File: src/rtl/literal_exec_pkg.sv
package literal_exec_pkg;

  localparam int DATA_W = 8;
  localparam int WORD_W = 16;
  localparam int BANK_W = 4;
  localparam int NIB_W  = 4;
  localparam int SEL_W  = 2;

  // Upper-byte opcodes of the literal group
  localparam logic [7:0] OPC_ADD  = 8'h0F;
  localparam logic [7:0] OPC_SUB  = 8'h08;
  localparam logic [7:0] OPC_AND  = 8'h0B;
  localparam logic [7:0] OPC_IOR  = 8'h09;
  localparam logic [7:0] OPC_XOR  = 8'h0A;
  localparam logic [7:0] OPC_MOV  = 8'h0E;
  localparam logic [7:0] OPC_MUL  = 8'h0D;
  localparam logic [7:0] OPC_RET  = 8'h0C;
  localparam logic [7:0] OPC_BANK = 8'h01;
  localparam logic [7:0] OPC_PTR1 = 8'hEE;
  localparam logic [7:0] OPC_PTR2 = 8'hF0;

  typedef enum logic [2:0] {
    ALU_PASS = 3'd0,
    ALU_ADD  = 3'd1,
    ALU_SUB  = 3'd2,
    ALU_AND  = 3'd3,
    ALU_IOR  = 3'd4,
    ALU_XOR  = 3'd5
  } alu_op_e;

  // Strobes from control to datapath
  typedef struct packed {
    alu_op_e            aluOp;
    logic               wrWreg;
    logic               wrArith;   // all five flags
    logic               wrLogic;   // Z and N only
    logic               wrProd;
    logic               wrBank;
    logic               wrPtr;
    logic [SEL_W-1:0]   ptrSel;
    logic [NIB_W-1:0]   ptrHi;
  } ctrl_strobe_t;

endpackage

File: src/rtl/literal_exec_alu.sv
module literal_exec_alu
  import literal_exec_pkg::*;
(
  input  alu_op_e             aluOp,
  input  logic [DATA_W-1:0]   opW,
  input  logic [DATA_W-1:0]   opK,
  output logic [DATA_W-1:0]   result,
  output logic                carry,
  output logic                halfCarry,
  output logic                ovf
);

  localparam int MSB = DATA_W - 1;

  logic [DATA_W:0] sumFull;
  logic [DATA_W:0] diffFull;
  logic [NIB_W:0]  sumLow;
  logic [NIB_W:0]  diffLow;

  always_comb begin
    sumFull  = {1'b0, opW} + {1'b0, opK};
    // literal minus working register as literal + ~W + 1: top bit is "no borrow"
    diffFull = {1'b0, opK} + {1'b0, ~opW} + (DATA_W+1)'(1);
    sumLow   = {1'b0, opW[NIB_W-1:0]} + {1'b0, opK[NIB_W-1:0]};
    diffLow  = {1'b0, opK[NIB_W-1:0]} + {1'b0, ~opW[NIB_W-1:0]} + (NIB_W+1)'(1);

    result    = opK;
    carry     = 1'b0;
    halfCarry = 1'b0;
    ovf       = 1'b0;
    unique case (aluOp)
      ALU_ADD: begin
        result    = sumFull[MSB:0];
        carry     = sumFull[DATA_W];
        halfCarry = sumLow[NIB_W];
        ovf       = (opW[MSB] == opK[MSB]) && (sumFull[MSB] != opW[MSB]);
      end
      ALU_SUB: begin
        result    = diffFull[MSB:0];
        carry     = diffFull[DATA_W];
        halfCarry = diffLow[NIB_W];
        ovf       = (opK[MSB] != opW[MSB]) && (diffFull[MSB] != opK[MSB]);
      end
      ALU_AND: result = opW & opK;
      ALU_IOR: result = opW | opK;
      ALU_XOR: result = opW ^ opK;
      default: result = opK;
    endcase
  end

endmodule

File: src/rtl/literal_exec_ctrl.sv
module literal_exec_ctrl
  import literal_exec_pkg::*;
#(
  parameter int NUM_PTR = 3
)(
  input  logic               clk,
  input  logic               rstN,
  input  logic               instrValid,
  input  logic [WORD_W-1:0]  instrWord,
  output ctrl_strobe_t       ctrl,
  output logic               retReq,
  output logic               illegal
);

  logic [7:0]       opc;
  logic             pendValid, nextPendValid;
  logic [SEL_W-1:0] pendSel, nextPendSel;
  logic [NIB_W-1:0] pendHi, nextPendHi;
  logic             isRet, isIllegal;

  assign opc = instrWord[WORD_W-1:WORD_W-8];

  always_comb begin
    ctrl          = '0;
    ctrl.aluOp    = ALU_PASS;
    isRet         = 1'b0;
    isIllegal     = 1'b0;
    nextPendValid = pendValid;
    nextPendSel   = pendSel;
    nextPendHi    = pendHi;
    if (instrValid) begin
      nextPendValid = 1'b0;
      unique case (opc)
        OPC_ADD: begin ctrl.aluOp = ALU_ADD; ctrl.wrWreg = 1'b1; ctrl.wrArith = 1'b1; end
        OPC_SUB: begin ctrl.aluOp = ALU_SUB; ctrl.wrWreg = 1'b1; ctrl.wrArith = 1'b1; end
        OPC_AND: begin ctrl.aluOp = ALU_AND; ctrl.wrWreg = 1'b1; ctrl.wrLogic = 1'b1; end
        OPC_IOR: begin ctrl.aluOp = ALU_IOR; ctrl.wrWreg = 1'b1; ctrl.wrLogic = 1'b1; end
        OPC_XOR: begin ctrl.aluOp = ALU_XOR; ctrl.wrWreg = 1'b1; ctrl.wrLogic = 1'b1; end
        OPC_MOV: ctrl.wrWreg = 1'b1;
        OPC_MUL: ctrl.wrProd = 1'b1;
        OPC_RET: begin ctrl.wrWreg = 1'b1; isRet = 1'b1; end
        OPC_BANK: begin
          if (instrWord[7:4] == 4'h0) ctrl.wrBank = 1'b1;
          else                        isIllegal   = 1'b1;
        end
        OPC_PTR1: begin
          if (instrWord[7:6] == 2'b00 && int'(instrWord[5:4]) < NUM_PTR) begin
            nextPendValid = 1'b1;
            nextPendSel   = instrWord[5:4];
            nextPendHi    = instrWord[3:0];
          end else begin
            isIllegal = 1'b1;
          end
        end
        OPC_PTR2: begin
          // orphan second word is a quiet no-operation
          if (pendValid) begin
            ctrl.wrPtr  = 1'b1;
            ctrl.ptrSel = pendSel;
            ctrl.ptrHi  = pendHi;
          end
        end
        default: isIllegal = 1'b1;
      endcase
    end
  end

  always_ff @(posedge clk or negedge rstN) begin
    if (!rstN) begin
      pendValid <= 1'b0;
      pendSel   <= '0;
      pendHi    <= '0;
      retReq    <= 1'b0;
      illegal   <= 1'b0;
    end else begin
      pendValid <= nextPendValid;
      pendSel   <= nextPendSel;
      pendHi    <= nextPendHi;
      retReq    <= isRet;
      illegal   <= isIllegal;
    end
  end


  ret_illegal_excl_chk: assert property (@(posedge clk) disable iff (!rstN)
    !(retReq && illegal));


  illegal_drops_pend_chk: assert property (@(posedge clk) disable iff (!rstN)
    illegal |-> !pendValid);


  ptr_needs_pend_chk: assert property (@(posedge clk) disable iff (!rstN)
    (instrValid && opc == OPC_PTR2 && !pendValid) |=> (!illegal && !pendValid));

endmodule

File: src/rtl/literal_exec_dp.sv
module literal_exec_dp
  import literal_exec_pkg::*;
#(
  parameter int NUM_PTR = 3,
  parameter int PTR_W   = 12
)(
  input  logic                      clk,
  input  logic                      rstN,
  input  ctrl_strobe_t              ctrl,
  input  logic [DATA_W-1:0]         lit,
  output logic [DATA_W-1:0]         wreg,
  output logic [DATA_W-1:0]         prodHi,
  output logic [DATA_W-1:0]         prodLo,
  output logic [BANK_W-1:0]         bankSel,
  output logic [NUM_PTR*PTR_W-1:0]  ptrFlat,
  output logic                      flagC,
  output logic                      flagDc,
  output logic                      flagZ,
  output logic                      flagOv,
  output logic                      flagN
);

  localparam int PROD_W = 2 * DATA_W;

  logic [DATA_W-1:0] aluRes;
  logic              aluC, aluDc, aluOv;
  logic [PROD_W-1:0] product;

  literal_exec_alu u_alu (
    .aluOp     (ctrl.aluOp),
    .opW       (wreg),
    .opK       (lit),
    .result    (aluRes),
    .carry     (aluC),
    .halfCarry (aluDc),
    .ovf       (aluOv)
  );

  assign product = {{DATA_W{1'b0}}, wreg} * {{DATA_W{1'b0}}, lit};

  always_ff @(posedge clk or negedge rstN) begin
    if (!rstN) begin
      wreg   <= '0;
      flagC  <= 1'b0;
      flagDc <= 1'b0;
      flagZ  <= 1'b0;
      flagOv <= 1'b0;
      flagN  <= 1'b0;
    end else begin
      if (ctrl.wrWreg) wreg <= aluRes;
      if (ctrl.wrArith) begin
        flagC  <= aluC;
        flagDc <= aluDc;
        flagOv <= aluOv;
      end
      if (ctrl.wrArith || ctrl.wrLogic) begin
        flagZ <= (aluRes == '0);
        flagN <= aluRes[DATA_W-1];
      end
    end
  end

  always_ff @(posedge clk or negedge rstN) begin
    if (!rstN) begin
      prodHi <= '0;
      prodLo <= '0;
    end else if (ctrl.wrProd) begin
      prodHi <= product[PROD_W-1:DATA_W];
      prodLo <= product[DATA_W-1:0];
    end
  end

  always_ff @(posedge clk or negedge rstN) begin
    if (!rstN)            bankSel <= '0;
    else if (ctrl.wrBank) bankSel <= lit[BANK_W-1:0];
  end

  genvar g;
  generate
    for (g = 0; g < NUM_PTR; g++) begin : g_ptr
      logic [PTR_W-1:0] ptrReg;
      always_ff @(posedge clk or negedge rstN) begin
        if (!rstN)
          ptrReg <= '0;
        else if (ctrl.wrPtr && int'(ctrl.ptrSel) == g)
          ptrReg <= PTR_W'({ctrl.ptrHi, lit});
      end
      assign ptrFlat[g*PTR_W +: PTR_W] = ptrReg;
    end
  endgenerate


  zn_track_wreg_chk: assert property (@(posedge clk) disable iff (!rstN)
    (ctrl.wrArith || ctrl.wrLogic) |=> (flagZ == (wreg == '0)) && (flagN == wreg[DATA_W-1]));


  mul_keeps_wreg_chk: assert property (@(posedge clk) disable iff (!rstN)
    ctrl.wrProd |=> $stable(wreg) && $stable({flagC, flagDc, flagZ, flagOv, flagN}));


  bank_only_chk: assert property (@(posedge clk) disable iff (!rstN)
    ctrl.wrBank |=> $stable(wreg) && $stable({prodHi, prodLo}) && $stable(ptrFlat));

endmodule

File: src/rtl/literal_exec.sv
module literal_exec
  import literal_exec_pkg::*;
#(
  parameter int NUM_PTR = 3,
  parameter int PTR_W   = 12
)(
  input  logic                      clk,
  input  logic                      rstN,
  input  logic                      instrValid,
  input  logic [15:0]               instrWord,
  output logic [7:0]                wreg,
  output logic [7:0]                prodHi,
  output logic [7:0]                prodLo,
  output logic [3:0]                bankSel,
  output logic [NUM_PTR*PTR_W-1:0]  ptrFlat,
  output logic                      flagC,
  output logic                      flagDc,
  output logic                      flagZ,
  output logic                      flagOv,
  output logic                      flagN,
  output logic                      retReq,
  output logic                      illegal
);

  ctrl_strobe_t ctrl;

  literal_exec_ctrl #(.NUM_PTR(NUM_PTR)) u_ctrl (
    .clk        (clk),
    .rstN       (rstN),
    .instrValid (instrValid),
    .instrWord  (instrWord),
    .ctrl       (ctrl),
    .retReq     (retReq),
    .illegal    (illegal)
  );

  literal_exec_dp #(.NUM_PTR(NUM_PTR), .PTR_W(PTR_W)) u_dp (
    .clk     (clk),
    .rstN    (rstN),
    .ctrl    (ctrl),
    .lit     (instrWord[DATA_W-1:0]),
    .wreg    (wreg),
    .prodHi  (prodHi),
    .prodLo  (prodLo),
    .bankSel (bankSel),
    .ptrFlat (ptrFlat),
    .flagC   (flagC),
    .flagDc  (flagDc),
    .flagZ   (flagZ),
    .flagOv  (flagOv),
    .flagN   (flagN)
  );


  illegal_no_change_chk: assert property (@(posedge clk) disable iff (!rstN)
    illegal |-> $stable(wreg) && $stable(bankSel) && $stable(ptrFlat) &&
                $stable({prodHi, prodLo}) && $stable({flagC, flagDc, flagZ, flagOv, flagN}));


  idle_hold_chk: assert property (@(posedge clk) disable iff (!rstN)
    !instrValid |=> $stable(wreg) && $stable(bankSel) && $stable(ptrFlat) &&
                    $stable({prodHi, prodLo}) && !retReq && !illegal);

endmodule

File: config.mk
export PLATFORM = sky130hd
export DESIGN_NAME = literal_exec
export DESIGN_NICKNAME = d
export VERILOG_FILES = /design/src/rtl/literal_exec_pkg.sv /design/src/rtl/literal_exec_alu.sv /design/src/rtl/literal_exec_ctrl.sv /design/src/rtl/literal_exec_dp.sv /design/src/rtl/literal_exec.sv
export SDC_FILE = /design/constraint.sdc
export NUM_CORES = 1
export LEC_CHECK = 0
export ABC_CLOCK_PERIOD_IN_PS = 6250
export CORE_ASPECT_RATIO = 0.75
export CORE_MARGIN = 2
export CORE_UTILIZATION = 56
export DETAILED_ROUTE_END_ITERATION = 10
export PLACE_DENSITY = 0.82
export SETUP_SLACK_MARGIN = 0.4
export SYNTH_ARGS = -nofsm -noshare
export SYNTH_HDL_FRONTEND = slang
export SYNTH_SLANG_ARGS = --single-unit
File: constraint.sdc
create_clock -name clk -period 6.25 [get_ports clk]
set_clock_uncertainty 0.05 [all_clocks]
set_input_delay 1.25 -clock clk [delete_from_list [all_inputs] [get_ports clk]]
set_output_delay 1.25 -clock clk [all_outputs]
set_load 0.01 [all_outputs]
# Word-level counts from Yosys, hierarchy flattened
# Index checks and enable logic that the tools add are counted.
[word_totals] reg_bits=78 inputBits=19 word_cells=90
[classes] n_eq_ne=22 n_reduce_logical=16 add_sub_neg=6 n_bitwise=5 muxes=22 n_mul=1 magnitude_cmp=1
[ops] operator="equality test 8 x 4 -> 1 bit, second input constant" count=8
[ops] operator="case mux 8 bit (5 select lines)" count=1
[ops] operator="adder 8 x 8 -> 9 bit" count=2
[ops] operator="equality test 8 bit, second input constant" count=2
[ops] operator="multiplier 8 x 8 -> 16 bit" count=1
[ops] operator="two-way mux 15 bit" count=1
[ops] operator="case mux 3 bit (5 select lines)" count=1
[ops] operator="two-way mux 7 bit" count=2
[ops] operator="two-way mux 1 bit" count=13
[ops] operator="adder 4 x 4 -> 5 bit" count=2
[ops] operator="adder 9 x 1 -> 9 bit, second input constant" count=1
[ops] operator="OR reduction 9 bit" count=1
[ops] operator="AND 8 bit" count=1
[ops] operator="equality test 8 x 1 -> 1 bit, second input constant" count=1
[ops] operator="logical NOT 8 bit" count=1
[ops] operator="NOT 8 bit" count=1
[ops] operator="bitwise OR 8 bit" count=1
[ops] operator="bitwise XOR 8 bit" count=1
[ops] operator="OR reduction 7 bit" count=1
[ops] operator="equality test 3 x 2 -> 1 bit, second input constant" count=2
[ops] operator="equality test 3 bit, second input constant" count=2
[ops] operator="logical AND 1 bit" count=6
[ops] operator="case mux 1 bit (2 select lines)" count=3
[ops] operator="adder 5 x 1 -> 5 bit, second input constant" count=1
[ops] operator="other kinds (13)" count=17

# Depth between registers and ports, before layout
[logic_depth] word_depth=7 ltp_mapped=19 ltp_nobuf=18

# Modules after synthesis
# Synthesis repeated with hierarchy kept, for this count alone.
[unflattened] cells_unflattened=676 hier_area_um2=6695.2
[by_module_without_submodules] mod="literal_exec_dp" cells_per_inst=405 area_each_um2=4680.7 seq_area_each_um2=1726.7 instances=1
[by_module_without_submodules] mod="literal_exec_alu" cells_per_inst=207 area_each_um2=1375.1 seq_area_each_um2=0.0 instances=1
[by_module_without_submodules] mod="literal_exec_ctrl" cells_per_inst=64 area_each_um2=639.4 seq_area_each_um2=225.2 instances=1

# Worst setup path after synthesis
# OpenSTA, ideal clock, no wires.
[synth_timing] path_kind="in2reg" start="input port instrWord[7]" end="register u_dp.prodHi[7]" slack_ps=521 cell_stages=17 required_time_ps=6073 t_arrival_ps=5552 cell_sequence="clkbuf_1 -> clkinv_1 -> nor2_1 -> fa_1 -> fa_1 -> fa_1 -> inv_1 -> fa_1 -> inv_1 -> ha_1 -> or3_1 -> o21ai_0 -> a21oi_1 -> a41o_1 -> o41ai_1 -> xnor2_1 -> o21ai_0"
[synth_between] elab_chain_len=1
[synth_rtl] element="start, declared" line_no="literal_exec.sv:10" rtl="input logic [15:0] instrWord,"
[synth_rtl] element="multiplier 8 x 8 -> 16 bit" line_no="literal_exec_dp.sv:39" rtl="assign product = {{DATA_W{1'b0}}, wreg} * {{DATA_W{1'b0}}, lit};"
[synth_rtl] element="end signal, assigned" line_no="literal_exec_dp.sv:68" rtl="prodHi <= product[PROD_W-1:DATA_W];"
[synth_rtl] element="end, declared" line_no="literal_exec_dp.sv:12" rtl="output logic [DATA_W-1:0] prodHi,"
# No other way between the ends.
# A chain may end at the register's enable or synchronous reset.

# Final worst setup path
[layout_timing] start="input port instrWord[6]" end="register u_dp.prodHi[5]"
# The elaborated chain is that of the path after synthesis.

==> run summary <==
asr flop ratio synth = 100%
NetSw = 0.00106 W
Die H = 94.9 microns
worst slack at placement = 0.104 ns
share of the synthesized area in the top cell type = 31.7%
critical path endpoint category = flip-flop
switch share = 42.0%
Hold Fails Final Rpt = 0
H-tree depth = 3
CP Launch Type = input port
Core ar. = 10800 sq um
top area cells in the synthesized netlist = dfrtp_1 (32%), fa_1 (12%), ha_1 (12%)
Worst Hold Class = flip-flop to flip-flop
Synth Area in Compound Gates = 12.1%
grt total ovfl = 0
crit-path max FO = 5
met3 Use GR = 10.4%
CP max stage delay = 0.54 ns
dpl hpwl = 12700 microns
main combinational cell family by area after synthesis = adder cells
largest net degree at the start of global routing = 79
Global Route met1 Usage = 40.8%
Slowest cell on crit path = fa_1
library cells used by synthesis = 66
antenna cell count = 0
critical path, cell by cell = clkdlybuf4s50_1, clkinv_1, nor2_1, fa_1, fa_1, fa_1, inv_1, fa_1, inv_1, ha_1, or3_1, o21ai_0, a21oi_1, a41o_1, nor2_1, xor2_1, o21ai_0
antenna-violating nets left = 0
Post-Syn Nets = 776
clk_lat worst skew = 0.34 ns
antenna violations before repair = 0
Cell Pwr Density = 331 nW/um^2
buffer depth of the longest clock path = 2
Max Fclk = 177 MHz
Cell Int Power = 0.00146 W
leading area contributor after synthesis = dfrtp_1
io pins = 90
gr busiest metal = met2
final setup margin = 0.610 ns
WL final = 16900 microns
area grow syn2layout = 23.2%
Synth Instances = 659
Req. time, crit path = 6.38 ns
Setup TNS Final = 0 ns
Final #Nets = 871
Synth Area in Adders = 24.5%
crit path kind = input port to flip-flop
combinational power share = 54.8%
I/O Buffers = 89
synthesized area per cell = 9.36 sq um
Synth Flop Type = dfrtp_1
layout cells sized above 1 = 10.4%
Yosys warning total = 0
via/cell ratio = 5.74
post-layout min period = 5.64 ns
max-slew violations = 0
Tcrit/Tclk final = 90.2%
mux contribution to synthesized area = 6.76%
starting DRC count in detailed routing = 396
Max rail drop VDD = 0.000246 V
drt wl/cell = 18.8 microns
FILL cells = 840
Crit path top cell by count = fa_1
Starting Density = 57.0%
GR met2 Demand/Resource = 42.8%
DRC viols = 0
first-pass GRT wire length = 26900 microns
die width = 125 microns
power share of the clock group = 22.4%
Post-Syn Area = 6170 sq um
sequential share of power = 22.8%
status = finished, final reports clean
Slew Limit Headroom = 23.9%
CP arrival = 5.77 ns
Post-synth EDFFs = 0
CTS tree = done
Die ar. = 11900 sq um
clock slew at reported path FFs = 0.07 ns
RSZ-0062 raised after global routing = true
post-synthesis sequential area ratio = 31.7%
first-pass detailed-route iteration total = 5
Simple-Gate Fraction of Synth Area = 16.3%
clk root buf = clkbuf_16
Slew @ Worst Pin = 1.13 ns
# rows = 33
Num CTS Buffers = 9
Yosys reg bits = 78
Hold Buf Count CTS = 0
gr usage total = 29.2%
setup violators final = 0
leakage power = 3.63 nW
DR vias = 5156
GPL Wtd Cong = 0.944
clk sink count = 78
vias in the first global route = 5113
Commonest cells post-synth = dfrtp_1 (78), nor2_1 (78), nand2_1 (65)
max_cap viols = 0
Post-Synth XOR/XNOR Area = 2.41%
## metal layers
| layer | vias up | routed length (microns) |
|---|---|---|
| met1 | 2480 | 7770 |
| li1 | 2421 | - |
| met3 | 25 | 1560 |
| met4 | 0 | 272 |
| met2 | 230 | 7260 |
| met5 | - | 0 |
## power by group through the flow
stage	registers, W	clock network [W]	logic [W]
floorplan	0.000589	0	0.000974
global placement	0.000580	0	0.00130
detailed placement	0.000582	0	0.00134
CTS	0.000573	0.000567	0.00136
global route	0.000578	0.000586	0.00158
finish	0.000573	0.000563	0.00138
## per-stage QoR
| stage | power (W) | utilization (%) | cells | hold WS (ns) | instance area (sq um) |
|---|---|---|---|---|---|
| 2_1_floorplan | 0.00156 | - | 659 | 0.404 | 6170 |
| 3_3_place_gp | 0.00188 | 67.0 | 883 | 0.400 | 7250 |
| 3_5_place_dp | 0.00192 | 67.0 | 883 | 0.406 | 7250 |
| 4_1_cts | 0.00250 | 69.9 | 899 | 0.421 | 7570 |
| 5_1_grt | 0.00274 | 70.2 | 899 | 0.447 | 7590 |
| 6_report | 0.00252 | 70.2 | 899 | 0.418 | 7590 |
## layout make-up
class,instances,area [sq um],area share [%]
Tap cell,140,175,2.31
Clock buffer,9,225,2.97
Multi-Input combinational cell,485,3850,50.7
Timing Repair Buffer,108,1030,13.6
Clock inverter,7,87.6,1.15
Inverter,72,270,3.56
Sequential cell,78,1950,25.7
## flip-flops by register name, summed over array words and instances, names as in the netlist
name,cells
u_ctrl.illegal,1
u_dp.flagN,1
u_dp.flagDc,1
u_ctrl.retReq,1
u_dp.prodLo,8
u_dp.g_ptr.ptrReg,36
u_dp.flagZ,1
u_dp.flagC,1
u_ctrl.pendHi,4
u_ctrl.pendValid,1
u_dp.flagOv,1
u_dp.wreg,8
u_dp.prodHi,8
u_ctrl.pendSel,2
u_dp.bankSel,4
## critical path, delay by kind of cell
| kind | cells | cell delay [ns] |
|---|---|---|
| adders and majority gates | 5 | 2.30 |
| and+or+nand+nor | 3 | 0.72 |
| buffers and inverters | 4 | 0.71 |
| AOI/OAI and AO/OA | 4 | 0.57 |
| xor gates and xnor gates | 1 | 0.21 |
## repair_timing
action	in CTS	in global routing
setup endpoints to repair	0	4
setup buffers	0	0
gates resized for setup	0	11
## final timing paths
kind,slack [ns],cells after the start,startpoint,to
hold / removal,0.42,2,u_dp.prodLo[6],u_dp.prodLo[6]
min in group asynchronous,0.98,1,rstN,u_dp.prodHi[5]
setup / recovery,0.61,17,instrWord[6],u_dp.prodHi[5]
max in group asynchronous,4.47,1,rstN,u_dp.wreg[4]
hold reg to reg,0.42,2,u_dp.prodLo[6],u_dp.prodLo[6]
setup reg to reg,1.26,16,u_dp.wreg[2],u_dp.prodHi[5]
## placed cells by master (no fill, tap or decap), drive strengths merged, types with 4 or more instances in the layout
master	n
dfrtp	78
clkdlybuf4s50	88
a21o	7
nand2	65
mux2	37
nor2	79
clkbuf	9
nor2b	4
nor3	16
nand4	5
or3	6
nand3	8
ha	60
o21ai	49
inv	68
fa	38
and3	5
xor2	7
clkinv	8
a21oi	28
nand2b	6
buf	20
o21bai	4
xnor2	10
## logic make-up (layout without fill, tap and decap cells)
kind of cell | Yosys count | after routing
compound gates | 121 | 121
xor+xnor | 17 | 17
fa+ha+maj | 98 | 98
buf+inv | 96 | 196
flops | 78 | 78
mux | 37 | 37
simple gates | 212 | 212
Note: power is estimated with default switching activity, not from simulation.
